$ cat config.mk
export PLATFORM = sky130hd
export DESIGN_NAME = irq_deliver
export DESIGN_NICKNAME = d
export VERILOG_FILES = /design/src/rtl/irq_deliver.sv
export SDC_FILE = /design/constraint.sdc
export NUM_CORES = 1
export LEC_CHECK = 0
export CAP_MARGIN = 15
export CORE_ASPECT_RATIO = 1.2
export CORE_UTILIZATION = 34
export DETAILED_ROUTE_END_ITERATION = 8
export PLACE_DENSITY = 0.83
export RECOVER_POWER = 100
export SLEW_MARGIN = 10
export SYNTH_ARGS = -nofsm -noshare
export SYNTH_HDL_FRONTEND = slang
export SYNTH_SLANG_ARGS = --single-unit
$ cat constraint.sdc
create_clock -name clk -period 3.2 [get_ports clk]
set_input_delay 0.8 -clock clk [delete_from_list [all_inputs] [get_ports clk]]
set_output_delay 0.8 -clock clk [all_outputs]
set_load 0.02 [all_outputs]
$ cat src/rtl/irq_deliver.sv
module irq_deliver #(
  parameter int LVL_W  = 6,
  parameter int SR_W   = 32,
  parameter int IE_BIT = 0,
  parameter int IM_LSB = 8
) (
  input  logic             clk,
  input  logic             rst_n,
  input  logic             rst_req,
  input  logic             nmi_req,
  input  logic             lvl_evt,
  input  logic [LVL_W-1:0] lvl_in,
  input  logic [SR_W-1:0]  status,
  input  logic             boundary,
  output logic [LVL_W-1:0] cause_ip,
  output logic             exc_int,
  output logic             exc_nmirst
);
  localparam int IM_MSB = IM_LSB + LVL_W - 1;

  logic             p_rst, p_nmi, lvl_pend;
  logic [LVL_W-1:0] lvl_q;

  wire [LVL_W-1:0] im     = status[IM_MSB:IM_LSB];
  wire             ie     = status[IE_BIT];
  wire             hi     = p_rst | p_nmi;
  wire             lvl_go = boundary & ~hi & lvl_pend;
  wire             fire   = lvl_go & (|lvl_q) & ie & (|(lvl_q & im));
  wire             done   = lvl_go & (~(|lvl_q) | fire);

  assign exc_nmirst = boundary & hi;
  assign exc_int    = fire;

  always_ff @(posedge clk) begin
    if (!rst_n) begin
      p_rst    <= 1'b0;
      p_nmi    <= 1'b0;
      lvl_pend <= 1'b0;
      lvl_q    <= '0;
      cause_ip <= '0;
    end else begin
      if (rst_req)                   p_rst <= 1'b1;
      else if (boundary)             p_rst <= 1'b0;
      if (nmi_req)                   p_nmi <= 1'b1;
      else if (boundary && !p_rst)   p_nmi <= 1'b0;
      if (lvl_evt) begin
        lvl_pend <= 1'b1;
        lvl_q    <= lvl_in;
      end else if (done) begin
        lvl_pend <= 1'b0;
      end
      if (lvl_go) cause_ip <= lvl_q;
    end
  end
endmodule


Yosys cells after proc, flatten, opt, wreduce, memory -nomap -nowiden
Index checks and enable logic that the tools add are counted.
Storage, ports and cells
  input port bits: 44
  register bits after elaboration: 15
Operators by class
  bitwise operators: 12
  muxes and demuxes: 6
  reductions and logical operators: 7
Operators by type and width (number)
  OR reduction 6 bit: 2
  bitwise AND 1 bit: 7
  bitwise AND 6 bit: 1
  two-way mux 1 bit: 6
  nonzero test 2 bit: 3
  inverter 1 bit: 2
  OR 1 bit: 2
  logical AND 1 bit: 1
  logical NOT 1 bit: 1

Depth between registers and ports, before layout
Gate-level depths: netlist of run 1.
  depth after elaboration: 11
  mapped depth: 5
  mapped depth without buffers: 4

Worst setup path before layout of run 1
No wires, ideal clock.
  path type: input to output
  start: in boundary
  end: out exc_int
  stages on the path: 3
  arrival time: 1324 ps
  setup slack: 1076 ps
  required time: 2400 ps
  cells stage by stage: and3_1 > buf_6 > and4_4
Between the ends
  word-level cells in the longest chain between the ends: 5
Ends and longest elaborated chain
  from (decl): line 14  | input logic boundary,
  bitwise AND 1 bit (2 in series): line 27  | wire lvl_go = boundary & ~hi & lvl_pend;
  bitwise AND 1 bit (3 in series): line 28  | wire fire = lvl_go & (|lvl_q) & ie & (|(lvl_q & im));
  to (decl): line 16  | output logic exc_int,
Every way passes these cells.

Final worst setup path of run 1
Same ends and word-level chain as after synthesis.

==> impl_metrics.toml, run 1 <==
[routing]
drc_errors = 0
ant_nets = 0
firstDrtPassIters = 2
drtIter0Drc = 8
wirelength_um = 1400
post_drt_via_cell_ratio = 5.10
routedWlPerCell_um = 12.1
routed-via-count = 592

[power_and_ir_drop]
p_leak_nw = 0.378
p_per_area_nw_per_um2 = 401
p_seq_share_pct = 54.7
internal_power_w = 0.000285
switching_share_pct = 24.2
vdd_ir_drop_max_mv = 0.157
switchingPower_w = 0.0000909
clock_power_share_pct = 27.7
comb_power_share_pct = 17.6

[min_path]
min-delay-start = "cause_ip[4]$_SDFFE_PN0P_"
hold_path_class = "flop to flop"
min_to = "cause_ip[4]$_SDFFE_PN0P_"
whs_path_depth = 2

[clock_tree]
clk_path_buf_depth = 2
cts_tree = "built"
cts_resized = 0
hold_buffers = 0
cts_max_level = 1
post-cts-setup-buffers = 0
cts.sinks = 15
ctsRootBufferMaster = "clkbuf_4"
numCtsBuffers = 3
clk_latency_ps = 270
cts.clk_slew.worst_paths_ps = 90

[worst_setup_path]
end_kind = "primary output"
cpMostUsedCell = "clkdlybuf4s50_1"
cp_max_fo = 2
path_class = "input port to primary output"
critPathTopFamily = "buffers and inverters"
timing.rr.end = "lvl_pend$_SDFFE_PN0P_"
crit_slowest_cell = "clkdlybuf4s50_1"
regToRegStartpoint = "lvl_q[3]$_SDFFE_PN0P_"
cpPeakStageDelay_ps = 610
reg2reg_depth = 4
cp_cell_sequence = "clkdlybuf4s50_1 -> and3_1 -> and4_1 -> clkdlybuf4s50_1"
arrival_ps = 2290
worstSetupStartpointType = "input port"
crit_required_ps = 2400
rrSetupSlack_ps = 2030
critPathBufInv = 2

[sta]
rsz0062_at_grt = "no"
tightest_slew_ps = 487
setup_violations = 0
hold_slack_ps = 475
finalCritPeriodShare_pct = 96.6
slew_violations = 0
max-slew-margin-rel_pct = 67.4
skew_ps = 10.2
finalSetupTns_ps = 0
hold_violations = 0
max_freq_ghz = 0.323
period_minus_slack_ps = 3090

[yosys]
synth_edf_count = 0
ys_ff_latch = 15
ys_seq_area_share_pct = 46.7
async_reset_ff_share_pct = 0
syn-mean-instance-area_sq_um = 9.32
syn_area_sq_um = 643
synth.net_count = 113
syn_inst = 69
yosys.cell_types.count = 20
yosysWarningCount = 0
synth_flop_cell = "dfxtp_1"

[finish]
layout-drive-gt1-share_pct = 5.10
antennaDiodeCount = 0
area_growth_pct = 45.5
nets = 143
design_area_sq_um = 936
instances_no_fill = 116
final_util_pct = 55.0

[placement]
dp_hpwl_um = 1140
placed_cells = 112
place_area_sq_um = 921
port_buffers = 26
gp_congestion = 0.805

[outcome]
status = "completed"

[global_routing]
gr-total-overflow = 0
grt_pass1_wl_um = 2490
grt_pass1_vias = 607
grt_util_all_layers_pct = 15.2
antenna_found_initial = 0
grt_max_degree = 18

[flow_run]
max_cap_violations = 0

[floorplanning]
die_x_um = 41.7
start_util_pct = 37.8
pin_count = 52
die_y_um = 49.6
rows = 16
die_area_sq_um = 2070
coreArea_sq_um = 1700
## Yosys cell counts, types with 3 or more instances
library cell	count	area, sq um
a21boi_0	6	45.0
mux2i_1	6	60.1
nor2b_1	8	50.1
dfxtp_1	15	300
nand3_1	4	20.0
a22oi_1	3	22.5
nand2_1	14	52.6
## power groups by stage
stage / Clock (W) / Combinational, W / Sequential [W]
floorplan: 0 / 0.0000342 / 0.000210
global placement: 0 / 0.0000679 / 0.000210
detailed placement: 0 / 0.0000698 / 0.000210
CTS: 0.000106 / 0.0000702 / 0.000206
global route: 0.000115 / 0.0000718 / 0.000207
finish: 0.000104 / 0.0000660 / 0.000206
## cells in the final DEF, fill, tap and decap left out
cell type	netlist	final
and2b_1	1	1
nand2b_1	1	1
nand2_1	14	14
nor2b_1	8	8
o21a_1	1	1
nand3_1	4	4
and3_1	1	1
o211ai_1	0	1
clkbuf_1	1	2
a21oi_1	1	1
dfxtp_1	15	15
nor4_1	1	1
a22oi_1	3	3
mux2i_1	6	6
clkbuf_4	0	3
dlygate4sd3_1	0	9
and4_1	0	1
nor2_2	1	1
nor2_1	1	1
buf_4	0	1
clkdlybuf4s50_1	0	17
a21boi_0	6	6
## cells by family (layout without fill, tap and decap cells)
family | count (synthesis) | count (layout) | synth area share (%)
AND/OR/NAND/NOR | 33 | 33 | 26.5
flip-flops | 15 | 15 | 46.7
multiplexers | 6 | 6 | 9.34
buffers and inverters | 3 | 32 | 3.11
AO/OA/AOI/OAI | 12 | 12 | 14.4
## layout make-up
cell class                 count  area, sq um
fill                         155          766
multi-input combinational     51          315
sequential                    15          300
timing repair buffer          28          272
clock buffer                   4         26.3
tap                           18         22.5
## worst max-delay path by stage
stage               startpoint  endpoint  cells past startpoint
floorplan             boundary   exc_int                      3
global placement      boundary   exc_int                      4
detailed placement    boundary   exc_int                      4
CTS                   boundary   exc_int                      4
global route          boundary   exc_int                      4
finish                boundary   exc_int                      4
## tightest hold or removal path: cells and delay by family, from the launching register on
kind | cells | cell delay (ps)
DFF | 1 | 320
and+or+nand+nor | 1 | 50
AOI/OAI and AO/OA | 1 | 70
## registers in the layout, summed over array words and instances, names as in the netlist
signal	count
p_nmi	1
p_rst	1
cause_ip	6
lvl_q	6
lvl_pend	1
## layer usage
metal	global-route usage (%)	part of all wire (%)	up-vias
met2	27.6	50	21
met1	16.6	42	269
met3	4.76	5.6	4
met4	4.84	1.5	0
li1	-	-	298
met5	0	0	-
## metrics by stage
stage	setup WS (ps)	total power, W
after CTS	102	0.000382
final	108	0.000376
after global routing	43.1	0.000394
after floorplan	1080	0.000244
after detailed placement	106	0.000280
after global placement	123	0.000278
(Power assumes the default switching activity.)
==> run 2: changes to the inputs <==
Settings changed: ABC_AREA set to 1, CORE_UTILIZATION 34 to 33, CTS_CLUSTER_DIAMETER set to 40, PLACE_DENSITY 0.83 to 0.82.
==> impl_metrics.toml, run 2 <==
[placement]
gp_congestion = 0.752
dp_hpwl_um = 1090
port_buffers = 26
place_area_sq_um = 911

[sta]
finalCritPeriodShare_pct = 94.0
finalSetupTns_ps = 0
hold_slack_ps = 476
skew_ps = 0.875
max_freq_ghz = 0.333
tightest_slew_ps = 346
period_minus_slack_ps = 3010
max-slew-margin-rel_pct = 76.9
hold_violations = 0
slew_violations = 0
setup_violations = 0
rsz0062_at_grt = "no"

[power_and_ir_drop]
p_leak_nw = 0.446
p_per_area_nw_per_um2 = 414
vdd_ir_drop_max_mv = 0.202

[yosys]
synth_edf_count = 0
yosys.area_share.simple_pct = 33.9
synth_top_family_by_area = "simple AND/OR/NAND/NOR gates"
ys_seq_area_share_pct = 48.1
synth_xor_area_share_pct = 0
synth.mux.area_fraction_pct = 0
yosys.cell_types.count = 13
synth.net_count = 137
syn-mean-instance-area_sq_um = 6.71
async_reset_ff_share_pct = 0
yosysWarningCount = 0
synth_most_common_cell = "nor2_1"
synth_fa_ha_area_share_pct = 0
yosysTopAreaCell = "dfxtp_1"
ys_ff_latch = 15
ys_top_cells_by_area = "dfxtp_1, nor2_1, o21ai_0, nand2_1, inv_1"
synth_flop_cell = "dfxtp_1"
synth_top_area_share_pct = 48.1
syn_inst = 93
synth_compound_area_share_pct = 12.6
syn_area_sq_um = 624
synth_common_cells = "nor2_1, dfxtp_1, nand2_1"

[clock_tree]
hold_buffers = 0
cts_tree = "built"
cts.sinks = 15
clk_latency_ps = 290
cts_max_level = 1
cts.clk_slew.worst_paths_ps = 90
clk_path_buf_depth = 2
post-cts-setup-buffers = 0
ctsRootBufferMaster = "clkbuf_4"
cts_resized = 1
numCtsBuffers = 3

[global_routing]
antenna_found_initial = 0
met3_usage_pct = 1.10
grt_util_all_layers_pct = 15.6
busiest_layer = "met2"
grt_pass1_vias = 626
grt_use_met1_pct = 16.9
gr-usage-met2_pct = 27.3
grt_pass1_wl_um = 2440
grt_max_degree = 14
gr-total-overflow = 0

[finish]
reg.largest.list = "cause_ip x6, lvl_q x6"
area_growth_pct = 50.1
design_area_sq_um = 937
antennaDiodeCount = 0
final_common_cell = "nor2_1"
layout-drive-gt1-share_pct = 6.50
nets = 168
most-common-layout-cells = "nor2_1, nand2_1, dfxtp_1, clkdlybuf4s50_1, o21ai_0"
final_util_pct = 55.1

[min_path]
whs_path_depth = 2
hold_path_class = "flop to flop"

[floorplanning]
die_area_sq_um = 2070
pin_count = 52
rows = 16
start_util_pct = 36.7
die_x_um = 41.7
coreArea_sq_um = 1700
die_y_um = 49.6

[outcome]
status = "completed"

[routing]
drtIter0Drc = 12
post_drt_via_cell_ratio = 4.66
wirelength_um = 1370
routed-via-count = 657
routedWlPerCell_um = 9.72
ant_nets = 0
drc_errors = 0
firstDrtPassIters = 4

[worst_setup_path]
path_class = "input port to primary output"
cpPeakStageDelay_ps = 520
reg2reg_depth = 7
arrival_ps = 2210
cp_max_fo = 3
cp_cell_sequence = "dlygate4sd3_1 -> inv_1 -> nor2_1 -> nand3_1 -> nor2_1 -> nand2_2 -> inv_1 -> dlygate4sd2_1"
end_kind = "primary output"
worstSetupStartpointType = "input port"
crit_slowest_cell = "dlygate4sd3_1"
crit_required_ps = 2400

[flow_run]
max_cap_violations = 0
## run 2: changes by cell type after synthesis, moves of 3 or more
cell      previous run  this run
a21boi_0             6         0
a22oi_1              3         0
inv_1                0         7
mux2i_1              6         0
nand3_1              4         1
nor2_1               1        35
nor2b_1              8         0
o21ai_0              0        12
## run 2: final timing paths
path | startpoint | end | slack (ps)
setup / recovery | boundary | exc_int | 190
hold reg to reg | lvl_pend$_SDFFE_PN0P_ | lvl_pend$_SDFFE_PN0P_ | 480
hold / removal | lvl_pend$_SDFFE_PN0P_ | lvl_pend$_SDFFE_PN0P_ | 480
setup reg to reg | p_rst$_SDFFE_PN0P_ | lvl_pend$_SDFFE_PN0P_ | 1940
## run 2: cells by family after synthesis
logic type / count (synthesis)
buffers and inverters: 9
and+or+nand+nor: 54
DFF: 15
AOI/OAI and AO/OA: 15
## run 2: where the power goes
group	switching [W]	leakage, nW	total [W]	internal, W
clock	0.0000614	0.0177	0.000108	0.0000466
combinational	0.0000342	0.305	0.0000731	0.0000390
sequential	0.00000835	0.124	0.000207	0.000198
## run 2: layout make-up
type                    instances  area (sq um)
clock inverters                 1          5.00
inverters                       8          30.0
multi-input cells              69           290
clock buffers                   3          22.5
repair buffers                 27           267
flip-flops and latches         15           300
fillers                       175           764
well taps                      18          22.5
## run 2: worst max-delay path: cells and delay by family
| kind | cells | cell delay (ps) |
|---|---|---|
| buffers and inverters | 4 | 950 |
| AND/OR/NAND/NOR | 4 | 450 |
## run 2: layer usage
metal	up-vias	wire, um
met5	-	0
li1	348	-
met2	21	713
met3	5	44
met1	283	556
met4	0	55
## run 2: stage by stage
stage,cells,total power [W],worst slack [ps]
4_1_cts,141,0.000394,232
2_1_floorplan,93,0.000246,1020
5_1_grt,141,0.000414,95.8
3_3_place_gp,137,0.000285,40.5
3_5_place_dp,137,0.000287,-18.3
6_report,141,0.000388,193
